**config.mk**
```make
export PLATFORM = sky130hd
export DESIGN_NAME = spi_cfg_slave
export DESIGN_NICKNAME = d
export VERILOG_FILES = /design/src/rtl/spi_cfg_pkg.sv /design/src/rtl/spi_pin_sync.sv /design/src/rtl/spi_frame_ctrl.sv /design/src/rtl/spi_reg_banks.sv /design/src/rtl/spi_cfg_slave.sv
export SDC_FILE = /design/constraint.sdc
export NUM_CORES = 1
export LEC_CHECK = 0
export BUFFER_PORTS_ARGS = -buffer_cell sky130_fd_sc_hd__clkbuf_2
export CORE_MARGIN = 5
export CORE_UTILIZATION = 50
export DETAILED_ROUTE_END_ITERATION = 6
export GPL_ROUTABILITY_DRIVEN = 0
export GPL_TIMING_DRIVEN = 0
export PLACE_DENSITY = 0.8
export REMOVE_ABC_BUFFERS = 1
export SLEW_MARGIN = 5
export SYNTH_ARGS = -nofsm -noshare
export SYNTH_HDL_FRONTEND = slang
export SYNTH_SLANG_ARGS = --single-unit
export TNS_END_PERCENT = 10
```
**constraint.sdc**
```tcl
create_clock -name clk -period 3.5 [get_ports clk]
set_input_delay 0.7 -clock clk [delete_from_list [all_inputs] [get_ports clk]]
set_output_delay 0.7 -clock clk [all_outputs]
set_load 0.05 [all_outputs]
```
**src/rtl/spi_cfg_pkg.sv**
```systemverilog
package spi_cfg_pkg;

    localparam int ADDR_W = 13;
    localparam int BYTE_W = 8;
    localparam int CMD_W  = 16;
    localparam int NUM_CH = 2;

    localparam logic [1:0] LEN_STREAM = 2'b11;

    typedef enum logic [1:0] {
        PH_CMD  = 2'd0,
        PH_DATA = 2'd1,
        PH_DONE = 2'd2
    } phase_e;

    // Command word layout, MSB first on the wire
    typedef struct packed {
        logic              rd;
        logic [1:0]        len;
        logic [ADDR_W-1:0] addr;
    } cmd_t;

    typedef struct packed {
        logic              valid;
        logic [ADDR_W-1:0] addr;
        logic [BYTE_W-1:0] data;
    } wr_req_t;

    function automatic cmd_t unpack_cmd(input logic [CMD_W-1:0] w);
        return cmd_t'(w);
    endfunction

    // True when byte number idx (0-based) lies inside the length code
    function automatic logic byte_allowed(input logic [1:0] len, input logic [1:0] idx);
        return (len == LEN_STREAM) || (idx <= len);
    endfunction

endpackage

```
**src/rtl/spi_pin_sync.sv**
```systemverilog
module spi_pin_sync #(
    parameter int          STAGES  = 2,
    parameter int          W       = 3,
    parameter logic [W-1:0] RST_VAL = '0
) (
    input  logic         clk,
    input  logic         rst,
    input  logic [W-1:0] d_i,
    output logic [W-1:0] q_o
);

    logic [W-1:0] stage_q [STAGES];

    for (genvar s = 0; s < STAGES; s++) begin : g_stage
        if (s == 0) begin : g_first
            always_ff @(posedge clk) begin
                if (rst) stage_q[s] <= RST_VAL;
                else     stage_q[s] <= d_i;
            end
        end else begin : g_next
            always_ff @(posedge clk) begin
                if (rst) stage_q[s] <= RST_VAL;
                else     stage_q[s] <= stage_q[s-1];
            end
        end
    end

    assign q_o = stage_q[STAGES-1];

endmodule

```
**src/rtl/spi_frame_ctrl.sv**
```systemverilog
module spi_frame_ctrl
    import spi_cfg_pkg::*;
(
    input  logic              clk,
    input  logic              rst,
    input  logic              csn_s,
    input  logic              sclk_s,
    input  logic              sdi_s,
    input  logic [BYTE_W-1:0] rd_data_i,
    output logic [ADDR_W-1:0] rd_addr_o,
    output wr_req_t           wr_o,
    output logic              sdo_o,
    output logic              oe_o,
    output logic              rd_mode_o
);

    logic sclk_prev_q;
    logic rise, fall;

    phase_e            phase_q;
    cmd_t              cmd_q;
    logic [CMD_W-2:0]  cmd_sr_q;
    logic [3:0]        cmd_cnt_q;
    logic [BYTE_W-2:0] rx_sr_q;
    logic [2:0]        rx_bit_q;
    logic [1:0]        rx_bytes_q;
    logic [ADDR_W-1:0] wr_addr_q;

    logic [BYTE_W-1:0] tx_sr_q;
    logic [2:0]        tx_bit_q;
    logic [1:0]        tx_idx_q;
    logic [ADDR_W-1:0] rd_addr_q;
    logic              sdo_q, oe_q;

    logic [CMD_W-1:0]  cmd_word;
    cmd_t              cmd_new;
    logic              cmd_done, byte_done, last_byte;

    assign rise = sclk_s & ~sclk_prev_q;
    assign fall = ~sclk_s & sclk_prev_q;

    assign cmd_word  = {cmd_sr_q, sdi_s};
    assign cmd_new   = unpack_cmd(cmd_word);
    assign cmd_done  = rise && (phase_q == PH_CMD) && (cmd_cnt_q == 4'd15);
    assign byte_done = rise && (phase_q == PH_DATA) && (rx_bit_q == 3'd7);
    assign last_byte = (cmd_q.len != LEN_STREAM) && (rx_bytes_q == cmd_q.len);

    // Only one read port: the command end and a byte reload never coincide
    assign rd_addr_o = cmd_done ? cmd_new.addr : rd_addr_q;

    assign wr_o.valid = byte_done && !cmd_q.rd;
    assign wr_o.addr  = wr_addr_q;
    assign wr_o.data  = {rx_sr_q, sdi_s};

    always_ff @(posedge clk) begin
        if (rst) sclk_prev_q <= 1'b0;
        else     sclk_prev_q <= sclk_s;
    end

    // Receive side: command shift, data bytes, write address, byte count
    always_ff @(posedge clk) begin
        if (rst || csn_s) begin
            phase_q    <= PH_CMD;
            cmd_q      <= '0;
            cmd_sr_q   <= '0;
            cmd_cnt_q  <= '0;
            rx_sr_q    <= '0;
            rx_bit_q   <= '0;
            rx_bytes_q <= '0;
            wr_addr_q  <= '0;
        end else if (rise) begin
            unique case (phase_q)
                PH_CMD: begin
                    cmd_sr_q  <= cmd_word[CMD_W-2:0];
                    cmd_cnt_q <= cmd_cnt_q + 4'd1;
                    if (cmd_cnt_q == 4'd15) begin
                        cmd_q      <= cmd_new;
                        phase_q    <= PH_DATA;
                        wr_addr_q  <= cmd_new.addr;
                        rx_bit_q   <= '0;
                        rx_bytes_q <= '0;
                    end
                end
                PH_DATA: begin
                    rx_sr_q  <= {rx_sr_q[BYTE_W-3:0], sdi_s};
                    rx_bit_q <= rx_bit_q + 3'd1;
                    if (rx_bit_q == 3'd7) begin
                        wr_addr_q <= wr_addr_q + ADDR_W'(1);
                        if (last_byte)
                            phase_q <= PH_DONE;
                        else if (cmd_q.len != LEN_STREAM)
                            rx_bytes_q <= rx_bytes_q + 2'd1;
                    end
                end
                default: ;
            endcase
        end
    end

    // Transmit side: prefetch at command end, shift on falling edges
    always_ff @(posedge clk) begin
        if (rst || csn_s) begin
            tx_sr_q   <= '0;
            tx_bit_q  <= '0;
            tx_idx_q  <= '0;
            rd_addr_q <= '0;
            sdo_q     <= 1'b0;
            oe_q      <= 1'b0;
        end else if (cmd_done) begin
            tx_sr_q   <= rd_data_i;
            tx_bit_q  <= '0;
            tx_idx_q  <= '0;
            rd_addr_q <= cmd_new.addr + ADDR_W'(1);
        end else if (fall && (phase_q != PH_CMD) && cmd_q.rd) begin
            oe_q     <= 1'b1;
            sdo_q    <= tx_sr_q[BYTE_W-1];
            tx_bit_q <= tx_bit_q + 3'd1;
            if (tx_bit_q == 3'd7) begin
                if (byte_allowed(cmd_q.len, tx_idx_q + 2'd1) &&
                    !(cmd_q.len != LEN_STREAM && tx_idx_q == cmd_q.len)) begin
                    tx_sr_q   <= rd_data_i;
                    rd_addr_q <= rd_addr_q + ADDR_W'(1);
                    if (cmd_q.len != LEN_STREAM)
                        tx_idx_q <= tx_idx_q + 2'd1;
                end else begin
                    tx_sr_q <= '0;
                end
            end else begin
                tx_sr_q <= {tx_sr_q[BYTE_W-2:0], 1'b0};
            end
        end
    end

    assign sdo_o     = sdo_q;
    assign oe_o      = oe_q;
    assign rd_mode_o = cmd_q.rd;

endmodule

```
**src/rtl/spi_reg_banks.sv**
```systemverilog
module spi_reg_banks
    import spi_cfg_pkg::*;
#(
    parameter int                NUM_REGS      = 16,
    parameter logic [ADDR_W-1:0] CHAN_IDX_ADDR = 13'h0010
) (
    input  logic                       clk,
    input  logic                       rst,
    input  wr_req_t                    wr_i,
    input  logic [ADDR_W-1:0]          rd_addr_i,
    output logic [BYTE_W-1:0]          rd_data_o,
    output logic [NUM_CH-1:0]          chan_en_o,
    output logic [NUM_REGS*BYTE_W-1:0] bank_a_o,
    output logic [NUM_REGS*BYTE_W-1:0] bank_b_o
);

    localparam int IDX_W = (NUM_REGS > 1) ? $clog2(NUM_REGS) : 1;

    logic [NUM_CH-1:0]                         chan_en_q;
    logic [NUM_CH-1:0][NUM_REGS*BYTE_W-1:0]    bank_flat;
    logic [NUM_REGS-1:0][BYTE_W-1:0]           a_view;
    logic                                      wr_hit, wr_sel;
    logic [IDX_W-1:0]                          wr_idx, rd_idx;

    assign wr_hit = wr_i.valid && (wr_i.addr < ADDR_W'(NUM_REGS));
    assign wr_sel = wr_i.valid && (wr_i.addr == CHAN_IDX_ADDR);
    assign wr_idx = wr_i.addr[IDX_W-1:0];
    assign rd_idx = rd_addr_i[IDX_W-1:0];

    always_ff @(posedge clk) begin
        if (rst)         chan_en_q <= '1;
        else if (wr_sel) chan_en_q <= wr_i.data[NUM_CH-1:0];
    end

    for (genvar ch = 0; ch < NUM_CH; ch++) begin : g_bank
        logic [NUM_REGS-1:0][BYTE_W-1:0] regs_q;
        always_ff @(posedge clk) begin
            if (rst)
                regs_q <= '0;
            else if (wr_hit && chan_en_q[ch])
                regs_q[wr_idx] <= wr_i.data;
        end
        assign bank_flat[ch] = regs_q;
    end

    // Reads are served from channel A only
    assign a_view = bank_flat[0];

    always_comb begin
        if (rd_addr_i == CHAN_IDX_ADDR)
            rd_data_o = {{(BYTE_W-NUM_CH){1'b0}}, chan_en_q};
        else if (rd_addr_i < ADDR_W'(NUM_REGS))
            rd_data_o = a_view[rd_idx];
        else
            rd_data_o = '0;
    end

    assign chan_en_o = chan_en_q;
    assign bank_a_o  = bank_flat[0];
    assign bank_b_o  = bank_flat[1];

endmodule

```
**src/rtl/spi_cfg_slave.sv**
```systemverilog
module spi_cfg_slave
    import spi_cfg_pkg::*;
#(
    parameter int                SYNC_STAGES   = 2,
    parameter int                NUM_REGS      = 16,
    parameter logic [ADDR_W-1:0] CHAN_IDX_ADDR = 13'h0010
) (
    input  logic                       clk,
    input  logic                       rst,
    input  logic                       spi_csn_i,
    input  logic                       spi_sclk_i,
    input  logic                       spi_sdio_i,
    output logic                       spi_sdio_o,
    output logic                       spi_sdio_oe_o,
    output logic [NUM_CH-1:0]          chan_en_o,
    output logic [NUM_REGS*BYTE_W-1:0] cfg_a_o,
    output logic [NUM_REGS*BYTE_W-1:0] cfg_b_o
);

    logic [2:0]        pins_s;
    logic              csn_s, sclk_s, sdi_s;
    logic [ADDR_W-1:0] rd_addr;
    logic [BYTE_W-1:0] rd_data;
    wr_req_t           wr_req;
    logic              wr_valid;
    logic              rd_mode;

    spi_pin_sync #(
        .STAGES  (SYNC_STAGES),
        .W       (3),
        .RST_VAL (3'b001)
    ) sync_i (
        .clk (clk),
        .rst (rst),
        .d_i ({spi_sdio_i, spi_sclk_i, spi_csn_i}),
        .q_o (pins_s)
    );

    assign {sdi_s, sclk_s, csn_s} = pins_s;

    spi_frame_ctrl frame_i (
        .clk       (clk),
        .rst       (rst),
        .csn_s     (csn_s),
        .sclk_s    (sclk_s),
        .sdi_s     (sdi_s),
        .rd_data_i (rd_data),
        .rd_addr_o (rd_addr),
        .wr_o      (wr_req),
        .sdo_o     (spi_sdio_o),
        .oe_o      (spi_sdio_oe_o),
        .rd_mode_o (rd_mode)
    );

    assign wr_valid = wr_req.valid;

    spi_reg_banks #(
        .NUM_REGS      (NUM_REGS),
        .CHAN_IDX_ADDR (CHAN_IDX_ADDR)
    ) banks_i (
        .clk       (clk),
        .rst       (rst),
        .wr_i      (wr_req),
        .rd_addr_i (rd_addr),
        .rd_data_o (rd_data),
        .chan_en_o (chan_en_o),
        .bank_a_o  (cfg_a_o),
        .bank_b_o  (cfg_b_o)
    );

endmodule

```
==> results.txt <==
After detailed routing, the number of vias per cell comes to 6.09. The final standard cell count with taps included and fillers excluded was 2354; the worst max-slew margin expressed relative to the limit was 11.0%. The kind of cell with the highest combined delay along the critical path is simple AND/OR/NAND/NOR gates. The number of storage elements in the synthesis netlist is 342, and the fmax is 0.288 GHz.

Number of antenna diodes: 0. The most used standard cell by instance count after synthesis was sky130_fd_sc_hd__dfxtp_1. Max-cap violations in this run came to 0. Setup repair after global routing could not meet its margin everywhere. The count of pins over their slew limit is 0, and the width of the chip is 185 um.

The tools report the total routing usage reported by global routing as 28.5%. The clock passes through at most 3 buffers. The min-delay analysis places its worst path in the category in -> reg. The tools report the initial antenna violation count as 0.

The critical path crosses 6 cells after its start point. By area the synthesized netlist is led by sky130_fd_sc_hd__dfxtp_1, sky130_fd_sc_hd__mux2i_1, sky130_fd_sc_hd__nor2_1, sky130_fd_sc_hd__nand2_1, sky130_fd_sc_hd__clkbuf_1. Buffers inserted during clock tree synthesis total 35. The tools report the slack of the worst reg-to-reg path as 0.03 ns. Internal power comes to 6.15 mW. Of the total power, the clock network draws 48.9%.

The minimum clock period was 3.47 ns; the proportion of total power due to net switching was 21.4%. The count of TritonRoute iterations in the first routing pass came out at 5. The tools report the timing endpoint of the critical path as frame_i.tx_sr_q[7]. The run gives 0 as the final hold violation count. The number of enable-type register cells in the synthesized netlist is 0, and the final worst setup slack is 0.0251 ns. Yosys mapped the design onto 70 distinct sky130hd cell types.

The startpoint type of the worst setup path was a register. The number of global-route vias before repair was 13800; the sequential fraction of design power was 49.8%. The wire length of the first global-routing pass was 78.2 mm; the floorplan core area was 30500 um^2. The first routing iteration left 1374 violations. Total length of routed wires: 50.9 mm. Setup violations remaining at the end of the flow were counted as 0.

Entering global routing, the biggest net connects 153 pins. Summed over all nets, the switching power comes to 1.68 mW. The critical register-to-register path startpoint was frame_i.phase_q[0]. The total instance count after detailed placement came out at 2274. Once detail routing completed, the nets flagged for antenna violations numbered 0. The critical path starts at frame_i.phase_q[0]. The critical path contains buffers and inverters numbering 0 combined.

The run gives 3.93 ns as the required time reported for the critical path endpoint. The count of H-tree levels built during CTS was 2; the synthesized netlist cell count was 1746. The top-level port count came out at 265. The critical path endpoint category is a register.

For this run the aggregate overflow at the end of global routing stands at 0. Each instance of the synthesized netlist takes up on average 8.82 um^2. The count of buffers added on input and output ports is 264. During synthesis, Yosys emitted a total of 0 warnings. Of the synthesized area, sequential elements account for 44.5%. The delay of the slowest cell on the worst path is 0.99 ns, and the clock network latency to the later pin of the worst-skew pair is 0.53 ns. The run gives 3.90 ns as the worst endpoint data arrival time. The tools report the post-synthesis instance area as 15400 um^2.

The run finished with clean final reports. The run gives 0.360 ns as the worst-case hold slack. The final HPWL from detailed placement was 34.0 mm.

The fraction of final layout cells with drive strength greater than 1 was 20.2%. The period utilization was 99.3%. Hold repair after CTS inserted 0 buffers. TritonCTS built the clock tree. Dominant synthesized flop cell: sky130_fd_sc_hd__dfxtp_1. The run gives 64 as the number of core rows.

The biggest area contributor in the post-synthesis netlist is sky130_fd_sc_hd__dfxtp_1. The worst setup path category is reg -> reg. The library cell used as clock root buffer was sky130_fd_sc_hd__clkbuf_16. The power per unit of standard cell area came out at 428 nW/um^2. The area share of the leading cell type in the synthesized netlist was 44.5%; the transition time of the tightest slew-check pin was 1.33 ns. The final layout contains 1949 nets. The critical path goes through or4b_2 -> nor2_4 -> o21ai_0 -> a32oi_1 -> o2111ai_1 -> o31ai_1. In this run the static leakage power is 8.78 nW.

Along the worst path, the maximum fanout reaches 18. The tools report the worst IR drop on VDD as 0.421 mV. Combinational cells account for 1.3% of the total power.

By count the netlist is led by sky130_fd_sc_hd__dfxtp_1, sky130_fd_sc_hd__nor2_1, sky130_fd_sc_hd__mux2i_1. Cell with the largest stage delay on the worst path: sky130_fd_sc_hd__or4b_2. Dividing the detail-routed wire length by the instance count gives 21.6 um. In this run the critical register-to-register path is captured at frame_i.tx_sr_q[7]. Summing over every cut layer, the via total after detailed routing is 14300. Across the routed clock network, the largest skew measured is 0.0166 ns. Relative to the synthesized area, the layout overhead comes to 19.0%.

Before CTS, the worst setup slack after placement is -2.04 ns. For this configuration, the core starts out at a cell density of 50.4%. Clock slew at the register clock pins of the worst setup and hold paths: 0.06 ns.

The die span in y was 185 um. In the routed design, unresolved DRC markers number 0. The async set-or-reset flop fraction in the synthesized netlist was 0%. The number of cell instances on the worst register-to-register path was 6.

The floorplan step defined a die boundary enclosing 34400 um^2. Count of clock tree sinks: 342.
==> state kept, by name, summed over array words and instances, names as in the netlist, 2 cells and up <==
register	count
banks_i.bank_a_o	128
banks_i.bank_b_o	128
banks_i.chan_en_o	2
frame_i.cmd_cnt_q	4
frame_i.cmd_q	2
frame_i.cmd_sr_q	15
frame_i.phase_q	2
frame_i.rd_addr_q	13
frame_i.rx_bit_q	3
frame_i.rx_bytes_q	2
frame_i.rx_sr_q	7
frame_i.tx_bit_q	3
frame_i.tx_idx_q	2
frame_i.tx_sr_q	8
frame_i.wr_addr_q	13
sync_i.stage_q	6
==> metal layers <==
metal	global-route usage (%)	share of wire (%)	vias to the layer above
met5	0	0	-
met4	13.7	5.7	0
met3	7.04	9.7	190
met2	47.0	47	780
met1	34.9	38	6879
li1	-	-	6485
==> through the flow <==
step | cell area (um^2) | util [%] | power [mW] | setup TNS (ns)
final | 18300 | 60.0 | 7.83 | 0
after global routing | 18300 | 60.0 | 8.03 | -0.0297
after CTS | 18200 | 59.8 | 7.84 | 0
after detailed placement | 16900 | 55.4 | 4.08 | -69.35
after global placement | 16600 | 54.4 | 4.07 | -1032.62
after floorplan | 14800 | - | 4.01 | -150.74
==> worst min-delay path by stage <==
stage,start,end,slack (ns),cells past startpoint
after floorplan,sync_i.stage_q[0][0],sync_i.stage_q[1][0],0.39,1
after global placement,sync_i.stage_q[0][0],sync_i.stage_q[1][0],0.41,1
after detailed placement,sync_i.stage_q[0][0],sync_i.stage_q[1][0],0.40,1
after CTS,spi_csn_i,sync_i.stage_q[0][0],0.36,2
after global routing,spi_csn_i,sync_i.stage_q[0][0],0.38,2
final,spi_csn_i,sync_i.stage_q[0][0],0.36,2
==> cell families after synthesis <==
| kind of cell | synth area share, % |
|---|---|
| AND/OR/NAND/NOR | 19.7 |
| flip-flops | 44.5 |
| AO/OA/AOI/OAI | 12.2 |
| multiplexers | 17.0 |
| buffers and inverters | 4.27 |
| XOR/XNOR | 1.31 |
| adder cells (fa/ha/maj) | 1.06 |
==> area by class of cell <==
class                      count  area, um^2
inverter                      15        56.3
clock buffer                  50        1000
clock inverter                14         170
multi-input combinational   1246        8030
sequential                   342        6860
tap                          396         495
timing repair buffer         291        1700
fill                        2477       12200
==> power groups by stage <==
| stage | logic (mW) | clock network, mW | registers, mW |
|---|---|---|---|
| 6_report | 0.102 | 3.83 | 3.90 |
| 5_1_grt | 0.108 | 4.03 | 3.90 |
| 4_1_cts | 0.0991 | 3.84 | 3.90 |
| 3_5_place_dp | 0.0969 | 0 | 3.99 |
| 3_3_place_gp | 0.0770 | 0 | 3.99 |
| 2_1_floorplan | 0.0233 | 0 | 3.99 |
==> cell usage in the layout (no fill, tap or decap), drive strengths merged, types with 13 or more instances in the layout <==
cell type and count:
o21ai 41, nand3 70, nor3 25, inv 16
dfxtp 342, ha 13, a22oi 16, a21oi 80
mux2i 253, a211oi 52, xnor2 17, nand2b 23
nor2 289, clkbuf 314, buf 27, and3 35
nand2 167
==> repair_timing <==
| item | in CTS | in global routing |
|---|---|---|
| endpoints found under the setup margin | 239 | 30 |
| resized for setup | 14 | 4 |
| cloned | 3 | 0 |
| pin swaps | 2 | 2 |
| buffers inserted | 6 | 7 |
No activity file was read; power rests on OpenSTA's default activity.
